===== src/rtl/status_pkt_pkg.sv =====
// Shared types for the byte-serial status packet sender.
// Assumes an 8-bit serial data path.
package status_pkt_pkg;
    localparam int BYTE_W = 8;

    typedef logic [BYTE_W-1:0] byte_t;

    typedef enum logic [1:0] {
        TX_IDLE   = 2'd0,
        TX_REQ    = 2'd1,
        TX_STREAM = 2'd2
    } tx_state_e;
endpackage


===== src/rtl/status_pkt_assembler.sv =====
// Builds the ordered byte list and byte count of a packet from the command
// fields. Purely combinational; the sequencer latches the result on accept.
// Assumes 1 <= FLAG_BITS <= 7 and pay_len <= MAX_PAY.
module status_pkt_assembler
    import status_pkt_pkg::*;
#(
    parameter int MAX_PAY   = 3,
    parameter int FLAG_BITS = 2,
    localparam int MAX_BYTES = MAX_PAY + 2,
    localparam int LEN_W     = $clog2(MAX_PAY + 1),
    localparam int CNT_W     = $clog2(MAX_BYTES + 1)
) (
    input  logic [7:0]                      dest_addr,
    input  logic [7:0]                      seq_num,
    input  logic                            seq_en,
    input  logic                            compact,
    input  logic [FLAG_BITS-1:0]            flags,
    input  logic [8*MAX_PAY-1:0]            payload,
    input  logic [LEN_W-1:0]                pay_len,
    output logic [MAX_BYTES-1:0][BYTE_W-1:0] pkt_bytes,
    output logic [CNT_W-1:0]                pkt_cnt
);
    byte_t pay_b [MAX_PAY];
    byte_t packed_seq;

    // Split the flat payload into byte slots, byte 0 lowest.
    for (genvar i = 0; i < MAX_PAY; i++) begin : g_slot
        assign pay_b[i] = payload[8*i +: 8];
    end

    // Compact mode: flags replace the low bits of the sequence number.
    assign packed_seq = {seq_num[7:FLAG_BITS], flags};

    // Place bytes in transmit order and compute the packet length.
    always_comb begin
        pkt_bytes    = '0;
        pkt_bytes[0] = dest_addr;
        if (compact) begin
            pkt_bytes[1] = packed_seq;
            pkt_cnt      = CNT_W'(2);
        end else if (seq_en) begin
            pkt_bytes[1] = seq_num;
            for (int j = 0; j < MAX_PAY; j++) pkt_bytes[j+2] = pay_b[j];
            pkt_cnt = CNT_W'(2) + CNT_W'(pay_len);
        end else begin
            for (int j = 0; j < MAX_PAY; j++) pkt_bytes[j+1] = pay_b[j];
            pkt_cnt = CNT_W'(1) + CNT_W'(pay_len);
        end
    end
endmodule


===== src/rtl/status_pkt_sequencer.sv =====
// Handshake and byte streaming. Latches a packet when idle, requests, holds
// the address until ack, then streams the remaining bytes one per clock.
// Assumes pkt_cnt >= 1 on accept. Synchronous active-low reset.
module status_pkt_sequencer
    import status_pkt_pkg::*;
#(
    parameter int MAX_BYTES = 5,
    localparam int CNT_W = $clog2(MAX_BYTES + 1),
    localparam int IDX_W = $clog2(MAX_BYTES)
) (
    input  logic                             clk,
    input  logic                             rst_n,
    input  logic                             send,
    input  logic [MAX_BYTES-1:0][BYTE_W-1:0] pkt_bytes,
    input  logic [CNT_W-1:0]                 pkt_cnt,
    input  logic                             ack,
    output logic                             rq,
    output logic                             busy,
    output logic [BYTE_W-1:0]                ad
);
    tx_state_e                      state_q;
    logic [MAX_BYTES-1:0][BYTE_W-1:0] pkt_q;
    logic [CNT_W-1:0]               cnt_q;
    logic [IDX_W-1:0]               idx_q;
    logic                           last_byte;

    assign last_byte = (CNT_W'(idx_q) + CNT_W'(1)) == cnt_q;

    // Packet state: accept, wait for acknowledge, stream, finish.
    always_ff @(posedge clk) begin
        if (!rst_n) begin
            state_q <= TX_IDLE;
            pkt_q   <= '0;
            cnt_q   <= '0;
            idx_q   <= '0;
        end else begin
            case (state_q)
                TX_IDLE: if (send) begin
                    pkt_q   <= pkt_bytes;
                    cnt_q   <= pkt_cnt;
                    idx_q   <= '0;
                    state_q <= TX_REQ;
                end
                TX_REQ: if (ack) begin
                    idx_q   <= IDX_W'(1);
                    state_q <= (cnt_q == CNT_W'(1)) ? TX_IDLE : TX_STREAM;
                end
                TX_STREAM: begin
                    if (last_byte) begin
                        idx_q   <= '0;
                        state_q <= TX_IDLE;
                    end else begin
                        idx_q <= idx_q + IDX_W'(1);
                    end
                end
                default: state_q <= TX_IDLE;
            endcase
        end
    end

    assign rq   = (state_q == TX_REQ);
    assign busy = (state_q != TX_IDLE);

    // Data lines: address while requesting, current byte while streaming.
    always_comb begin
        case (state_q)
            TX_REQ:    ad = pkt_q[0];
            TX_STREAM: ad = pkt_q[idx_q];
            default:   ad = '0;
        endcase
    end

    p_addr_held_r3: assert property (@(posedge clk) disable iff (!rst_n)
        (rq && !ack) |=> (rq && $stable(ad)))
        else $error("address not held while waiting for ack");

    p_rq_drop_r4: assert property (@(posedge clk) disable iff (!rst_n)
        (rq && ack) |=> !rq)
        else $error("request not dropped after ack");

    p_rq_busy_r8: assert property (@(posedge clk) disable iff (!rst_n)
        rq |-> busy)
        else $error("request without busy");

    p_idle_zero_r9: assert property (@(posedge clk) disable iff (!rst_n)
        !busy |-> (ad == '0))
        else $error("data lines not zero while idle");
endmodule


===== src/rtl/status_pkt_tx.sv =====
// Top of the byte-serial status packet sender: the assembler orders the
// bytes, the sequencer runs the request/acknowledge handshake and streaming.
// Assumes the collector answers a visible request with ack.
module status_pkt_tx
    import status_pkt_pkg::*;
#(
    parameter int MAX_PAY   = 3,
    parameter int FLAG_BITS = 2,
    localparam int LEN_W     = $clog2(MAX_PAY + 1),
    localparam int MAX_BYTES = MAX_PAY + 2,
    localparam int CNT_W     = $clog2(MAX_BYTES + 1)
) (
    input  logic                 clk,
    input  logic                 rst_n,
    input  logic                 send,
    input  logic [7:0]           dest_addr,
    input  logic [7:0]           seq_num,
    input  logic                 seq_en,
    input  logic                 compact,
    input  logic [FLAG_BITS-1:0] flags,
    input  logic [8*MAX_PAY-1:0] payload,
    input  logic [LEN_W-1:0]     pay_len,
    input  logic                 ack,
    output logic                 rq,
    output logic                 busy,
    output logic [7:0]           ad
);
    logic [MAX_BYTES-1:0][BYTE_W-1:0] pkt_bytes;
    logic [CNT_W-1:0]                 pkt_cnt;

    status_pkt_assembler #(
        .MAX_PAY   (MAX_PAY),
        .FLAG_BITS (FLAG_BITS)
    ) i_asm (
        .dest_addr (dest_addr),
        .seq_num   (seq_num),
        .seq_en    (seq_en),
        .compact   (compact),
        .flags     (flags),
        .payload   (payload),
        .pay_len   (pay_len),
        .pkt_bytes (pkt_bytes),
        .pkt_cnt   (pkt_cnt)
    );

    status_pkt_sequencer #(
        .MAX_BYTES (MAX_BYTES)
    ) i_seq (
        .clk       (clk),
        .rst_n     (rst_n),
        .send      (send),
        .pkt_bytes (pkt_bytes),
        .pkt_cnt   (pkt_cnt),
        .ack       (ack),
        .rq        (rq),
        .busy      (busy),
        .ad        (ad)
    );

    p_accept_addr_r2: assert property (@(posedge clk) disable iff (!rst_n)
        (!busy && send) |=> (rq && busy && ad == $past(dest_addr)))
        else $error("send not accepted with its address");

    p_start_needs_send_r8: assert property (@(posedge clk) disable iff (!rst_n)
        $rose(busy) |-> $past(send))
        else $error("packet started without send");
endmodule


===== config.mk =====
export PLATFORM = sky130hd
export DESIGN_NAME = status_pkt_tx
export DESIGN_NICKNAME = d
export VERILOG_FILES = /design/src/rtl/status_pkt_pkg.sv /design/src/rtl/status_pkt_assembler.sv /design/src/rtl/status_pkt_sequencer.sv /design/src/rtl/status_pkt_tx.sv
export SDC_FILE = /design/constraint.sdc
export NUM_CORES = 1
export LEC_CHECK = 0
export ABC_CLOCK_PERIOD_IN_PS = 3330
export BUFFER_PORTS_ARGS = -buffer_cell sky130_fd_sc_hd__buf_4
export CAP_MARGIN = 40
export CORE_MARGIN = 2
export CORE_UTILIZATION = 45
export DETAILED_ROUTE_END_ITERATION = 10
export HOLD_SLACK_MARGIN = 0.12
export PLACE_DENSITY = 0.73
export SYNTH_ARGS = -nofsm -noshare
export SYNTH_HDL_FRONTEND = slang
export SYNTH_SLANG_ARGS = --single-unit

===== constraint.sdc =====
create_clock -name clk -period 3.33 [get_ports clk]
set_input_delay 0.666 -clock clk [delete_from_list [all_inputs] [get_ports clk]]
set_output_delay 0.666 -clock clk [all_outputs]
set_load 0.005 [all_outputs]

After elaboration in Yosys (flattened, before gate mapping)
Cells that the tools add are included.
Widths: inputs -> output; s select.
{"block": "word_totals", "register_bits": 48, "inputBits": 50, "out_inout_bits": 10}
{"block": "op_classes", "n_addsub": 3, "order_cmp": 1, "eq_ne": 7, "n_mux": 18, "n_reduce_logical": 6}
{"op": "$mux 24", "count": 2}
{"op": "$bmux 8 s3", "count": 1}
{"op": "$mux 8", "count": 3}
{"op": "$pmux 8 s2", "count": 1}
{"op": "$mux 3", "count": 5}
{"op": "$pmux 3 s3", "count": 1}
{"op": "$mux 2", "count": 4}
{"op": "$pmux 2 s3", "count": 1}
{"op": "$reduce_and 3->1", "count": 2}
{"op": "$lt 3x4->1 const B", "count": 1}
{"op": "$ne 2x2->1 const B", "count": 2}
{"op": "$add 1x2->3 const A", "count": 1}
{"op": "$add 2x2->3 const A", "count": 1}
{"op": "$add 3x1->3 const B", "count": 1}
{"op": "$eq 3x1->1 const B", "count": 1}
{"op": "$eq 3x3->1", "count": 1}
{"op": "$reduce_bool 3->1", "count": 1}
{"op": "$eq 2x1->1 const B", "count": 1}
{"op": "$eq 2x2->1 const B", "count": 1}
{"op": "$logic_not 2->1", "count": 1}
{"op": "$ne 2x1->1 const B", "count": 1}
{"op": "$reduce_and 2->1", "count": 1}
{"op": "$reduce_bool 2->1", "count": 1}

Depth between registers and ports, before layout
{"block": "depth", "word_depth": 4, "ltp_mapped": 7}

Cells and area by module
Synthesis repeated with hierarchy kept, for this count alone.
{"block": "hier_totals", "hier_cells": 371, "area_unflattened_um2": 2829.0}
{"module": "status_pkt_sequencer", "n_inst": 1, "cells_each": 296, "area_each_um2": 2289.7, "seq_area_each_um2": 960.9}
{"module": "status_pkt_assembler", "n_inst": 1, "cells_each": 75, "area_each_um2": 539.3, "seq_area_each_um2": 0.0}

Worst setup path after synthesis
No wires, ideal clock.
{"block": "synth_timing", "kind": "register -> output", "startpoint": "register i_seq.state_q[0]", "endpoint": "output port ad[0]", "t_arrival_ps": 1433, "required_ps": 2664, "slack_ps": 1231, "stages_incl_launch_ff": 7, "path_buffers": 2, "path_cell_list": "dfxtp_1 > inv_1 > ha_1 > clkbuf_1 > and2_1 > clkbuf_1 > a32o_1"}
{"block": "synth_between", "elab_chain_len": 2}
{"item": "start: declaration", "line": "status_pkt_sequencer.sv:21", "source": "tx_state_e state_q;"}
{"item": "start signal: assignment", "line": "status_pkt_sequencer.sv:46", "source": "state_q <= (cnt_q == CNT_W'(1)) ? TX_IDLE : TX_STREAM;"}
{"item": "$eq 2x2->1 / $eq 2x1->1 (equally long branches)", "line": "status_pkt_sequencer.sv:66", "source": "case (state_q)"}
{"item": "$pmux 8 s2 *", "line": "status_pkt_sequencer.sv:66"}
{"item": "end: declaration", "line": "status_pkt_tx.sv:26", "source": "output logic [7:0] ad"}
Every way passes the cells marked *; elsewhere a longest branch is shown, timed or not.

Worst setup path after layout
{"block": "layout_timing", "startpoint": "register i_seq.idx_q[1]", "endpoint": "output port ad[4]"}
{"block": "layout_between", "elab_chain_len": 3}
{"item": "start: declaration", "line": "status_pkt_sequencer.sv:24", "source": "logic [IDX_W-1:0] idx_q;"}
{"item": "start signal: assignment", "line": "status_pkt_sequencer.sv:53", "source": "idx_q <= idx_q + IDX_W'(1);"}
{"item": "$bmux 8 s3", "line": "status_pkt_sequencer.sv:68", "source": "TX_STREAM: ad = pkt_q[idx_q];"}
{"item": "$mux 8 (implied by the code)", "line": "status_pkt_sequencer.sv:68"}
{"item": "$pmux 8 s2", "line": "status_pkt_sequencer.sv:66"}
Every way passes these cells. The select of a mux whose other input is x is not followed.

==> summary.txt <==
Setup path
  – WP depth: 6
  – Worst-path cell chain: buf_4, mux2i_1, a2bb2oi_1, o22ai_1, a32o_1, buf_4
  – Delay of the slowest critical-path stage: approximately 0.47 ns
  – Kind of critical path: register to primary output
  – CP arrival: between 1.5 and 2 ns
  – WP buf/inv: 2
  – Crit end category: primary output
  – Max Fanout on Critical Path: 14
  – Delay-heaviest family, CP: compound AO/OA/AOI/OAI gates
  – Most used cell, CP: buf_4
  – Worst path slowest cell: dfxtp_1
  – Nature of the critical path startpoint: register
  – Worst r2r path cells: 7
  – Req. time, crit path: roughly 2.7 ns

Worst hold path
  – Hold Crit Class: register to register
  – Hold path depth: 2

Floorplanning
  – FP Rows: 27
  – Initial Utilization: a little under half
  – Die X: a little under 80 um
  – Die area: 0.006335 mm^2
  – Die height: between 70 and 80 um
  – Core Region: 0.005507 mm^2
  – IO Pins: 60

Place
  – # port buffers: 59
  – Hpwl dp: slightly below 5 mm
  – RD Place Congestion: approximately 0.83
  – Cell Area, Placed: 0.003049 mm^2

CTS
  – Post-CTS setup repair buffer count: 0
  – Post_cts resized: 0
  – Clock Path Buffers: 2
  – CTS tree: yes
  – Root buffer cell: clkbuf_8
  – Clock sink count: 48
  – Clock slew at reported path FFs: around 0.09 ns
  – Clock latency at the later pin of the worst-skew pair: around 0.3 ns
  – H-tree levels: 2
  – Cts bufs inserted: 5
  – CTS Hold Buffers Added: 0

Yosys
  – Mapped Cells: around 300
  – Post-synth top area cell: dfxtp_1
  – Flops & latches, synth: 48
  – Register area share after synthesis: between 30 and 40%
  – Yosys cell types: 39
  – Syn avg cell area: between 8 and 9 um^2
  – Ys flop type: dfxtp_1
  – Synth top area cells: dfxtp_1 (37%), mux2i_1 (7.8%), a22oi_1 (7.6%), mux2_2 (7.0%), nor2_1 (5.4%)
  – Yosys warnings: 0
  – Synth top area share: approximately 37%
  – Synth Net Count: ~360
  – Cell area after synthesis: 0.002571 mm^2
  – Async SR Flop Fraction: 0%
  – Post-synth EDFFs: 0

Final layout
  – Fin util: between 50% and 60%
  – Layout cells sized above 1: around a quarter
  – Area delta synth->final: 22.09%
  – Register Area: around 960 um^2
  – Antenna Cells: 0
  – Design Area, Final: roughly 0.0031 mm^2
  – Filler Cell Count: roughly 500
  – Final nets: 403
  – Multi-input gate area: 0.001476 mm^2

Routing
  – DRT iter0 DRCs: around 180
  – DR vias: approximately 2300
  – Avg WL per Cell: around 16 um
  – First-pass iteration count of the detailed router: 6
  – DRC violations left: 0
  – Final wirelength: approximately 6.5 mm
  – Antenna Nets Post-Route: 0
  – DR vias/cell: between 5 and 6

Power and ir drop
  – Leakage: about 1.2 nW
  – Power density cells: 545.0 mW/mm^2
  – Maximum VDD drop: ~250 uV

STA
  – Worst Tran Pin Value: 0.6970 ns
  – Final setup vio count: 0
  – Tmin final: approximately 2.7 ns
  – Period utilisation layout: 79.68%
  – Fmax: 376.9 MHz
  – Clk_skew: about 0.0083 ns
  – Final-report max-slew violation count: 0
  – Setup tns final: 0 ns
  – Final hold violations: 0
  – Slew HR: between 50% and 60%
  – Unrepaired setup endpoints after global routing: false
  – Worst hold margin: approximately 0.47 ns

Global routing
  – Overflow after GRT: 0
  – First-pass GRT wire length: between 10 and 15 mm
  – Initial antenna violation count: 0
  – GRT Util Overall: a little over a fifth
  – Vias in the first global route: 2175
  – Largest net degree at the start of global routing: 31

Job
  – Max-Cap Viols: 0

Outcome
  – Status: completed
-- layer usage --
layer	vias up	part of all wire, %	GRT usage [%]
li1	1180	-	-
met1	1058	47	31.71
met2	88	44	31.43
met3	7	7.9	3.507
met4	0	1.5	6.552
met5	-	0	0
-- metrics by stage --
stage,power (mW),setup WS [ns],cells
5_1_grt,1.817,0.5278,420
2_1_floorplan,1.155,1.231,299
3_5_place_dp,1.365,1.000,412
6_report,1.711,0.6766,420
4_1_cts,1.714,0.6743,420
3_3_place_gp,1.354,1.058,412
-- final timing paths --
kind                                       start              end  slack, ns
worst max-delay path              i_seq.idx_q[1]            ad[4]       0.68
worst min-delay path              i_seq.pkt_q[8]   i_seq.pkt_q[8]       0.47
worst max register to register  i_seq.state_q[1]  i_seq.pkt_q[23]       1.07
worst min register to register    i_seq.pkt_q[8]   i_seq.pkt_q[8]       0.47
-- final cells by class --
cell class,instances,area share (%)
flip-flops and latches,48,30.61
clock buffers,5,2.192
multi-input cells,218,47.03
clock inverters,3,0.6776
repair buffers,65,15.54
well taps,72,2.870
inverters,9,1.076
-- synth_stat cells, drive strengths merged (3+ instances only) --
master,number
a311oi,6
nand2,36
o22ai,6
buf,6
dfxtp,48
nor2,37
nand2b,3
a21oi,14
o21ai,12
mux2,16
a32o,6
mux2i,20
a2bb2oi,6
a22oi,26
clkbuf,18
ha,6
inv,8
-- report_power, final --
part / switching [mW] / internal (mW) / leakage, nW / total, mW
registers: 0.0826 / 0.656 / 0.392 / 0.739
logic: 0.356 / 0.266 / 0.812 / 0.622
clock network: 0.201 / 0.149 / 0.0445 / 0.350
-- registers in the layout, summed over array words and instances, names as in the netlist --
| signal | cells |
|---|---|
| i_seq.pkt_q | 40 |
| i_seq.cnt_q | 3 |
| i_seq.state_q | 2 |
| i_seq.idx_q | 3 |
-- cell usage in the layout (no fill, tap or decap), types with 2 or more instances in the layout --
cell type	count
buf_4	65
dfxtp_1	48
nor2_1	37
nand2_1	36
a22oi_1	26
mux2i_1	20
mux2_2	16
a21oi_1	14
o21ai_0	12
inv_1	8
a2bb2oi_1	6
o22ai_1	6
a32o_1	6
a311oi_1	6
ha_1	6
clkbuf_8	5
nand2b_1	3
nor3_1	2
and3_1	2
o31ai_1	2
a21boi_1	2
nand3_1	2
a31oi_1	2
-- worst min-delay path: stages, from the launching register on --
cell and delay, ns:
dfxtp_1 0.32, nand2_1 0.05, a21oi_1 0.05
-- kinds of logic (layout without fill, tap and decap cells) --
logic type,count (synthesis),in the layout,share of synthesized area (%)
buffers and inverters,33,82,5.206
AND/OR/NAND/NOR,87,87,14.26
AO/OA/AOI/OAI,85,85,23.26
flip-flops,48,48,37.37
XOR/XNOR,4,4,2.190
adder cells (fa/ha/maj),6,6,2.920
multiplexers,36,36,14.79
Power figures use the tool's default switching activity.
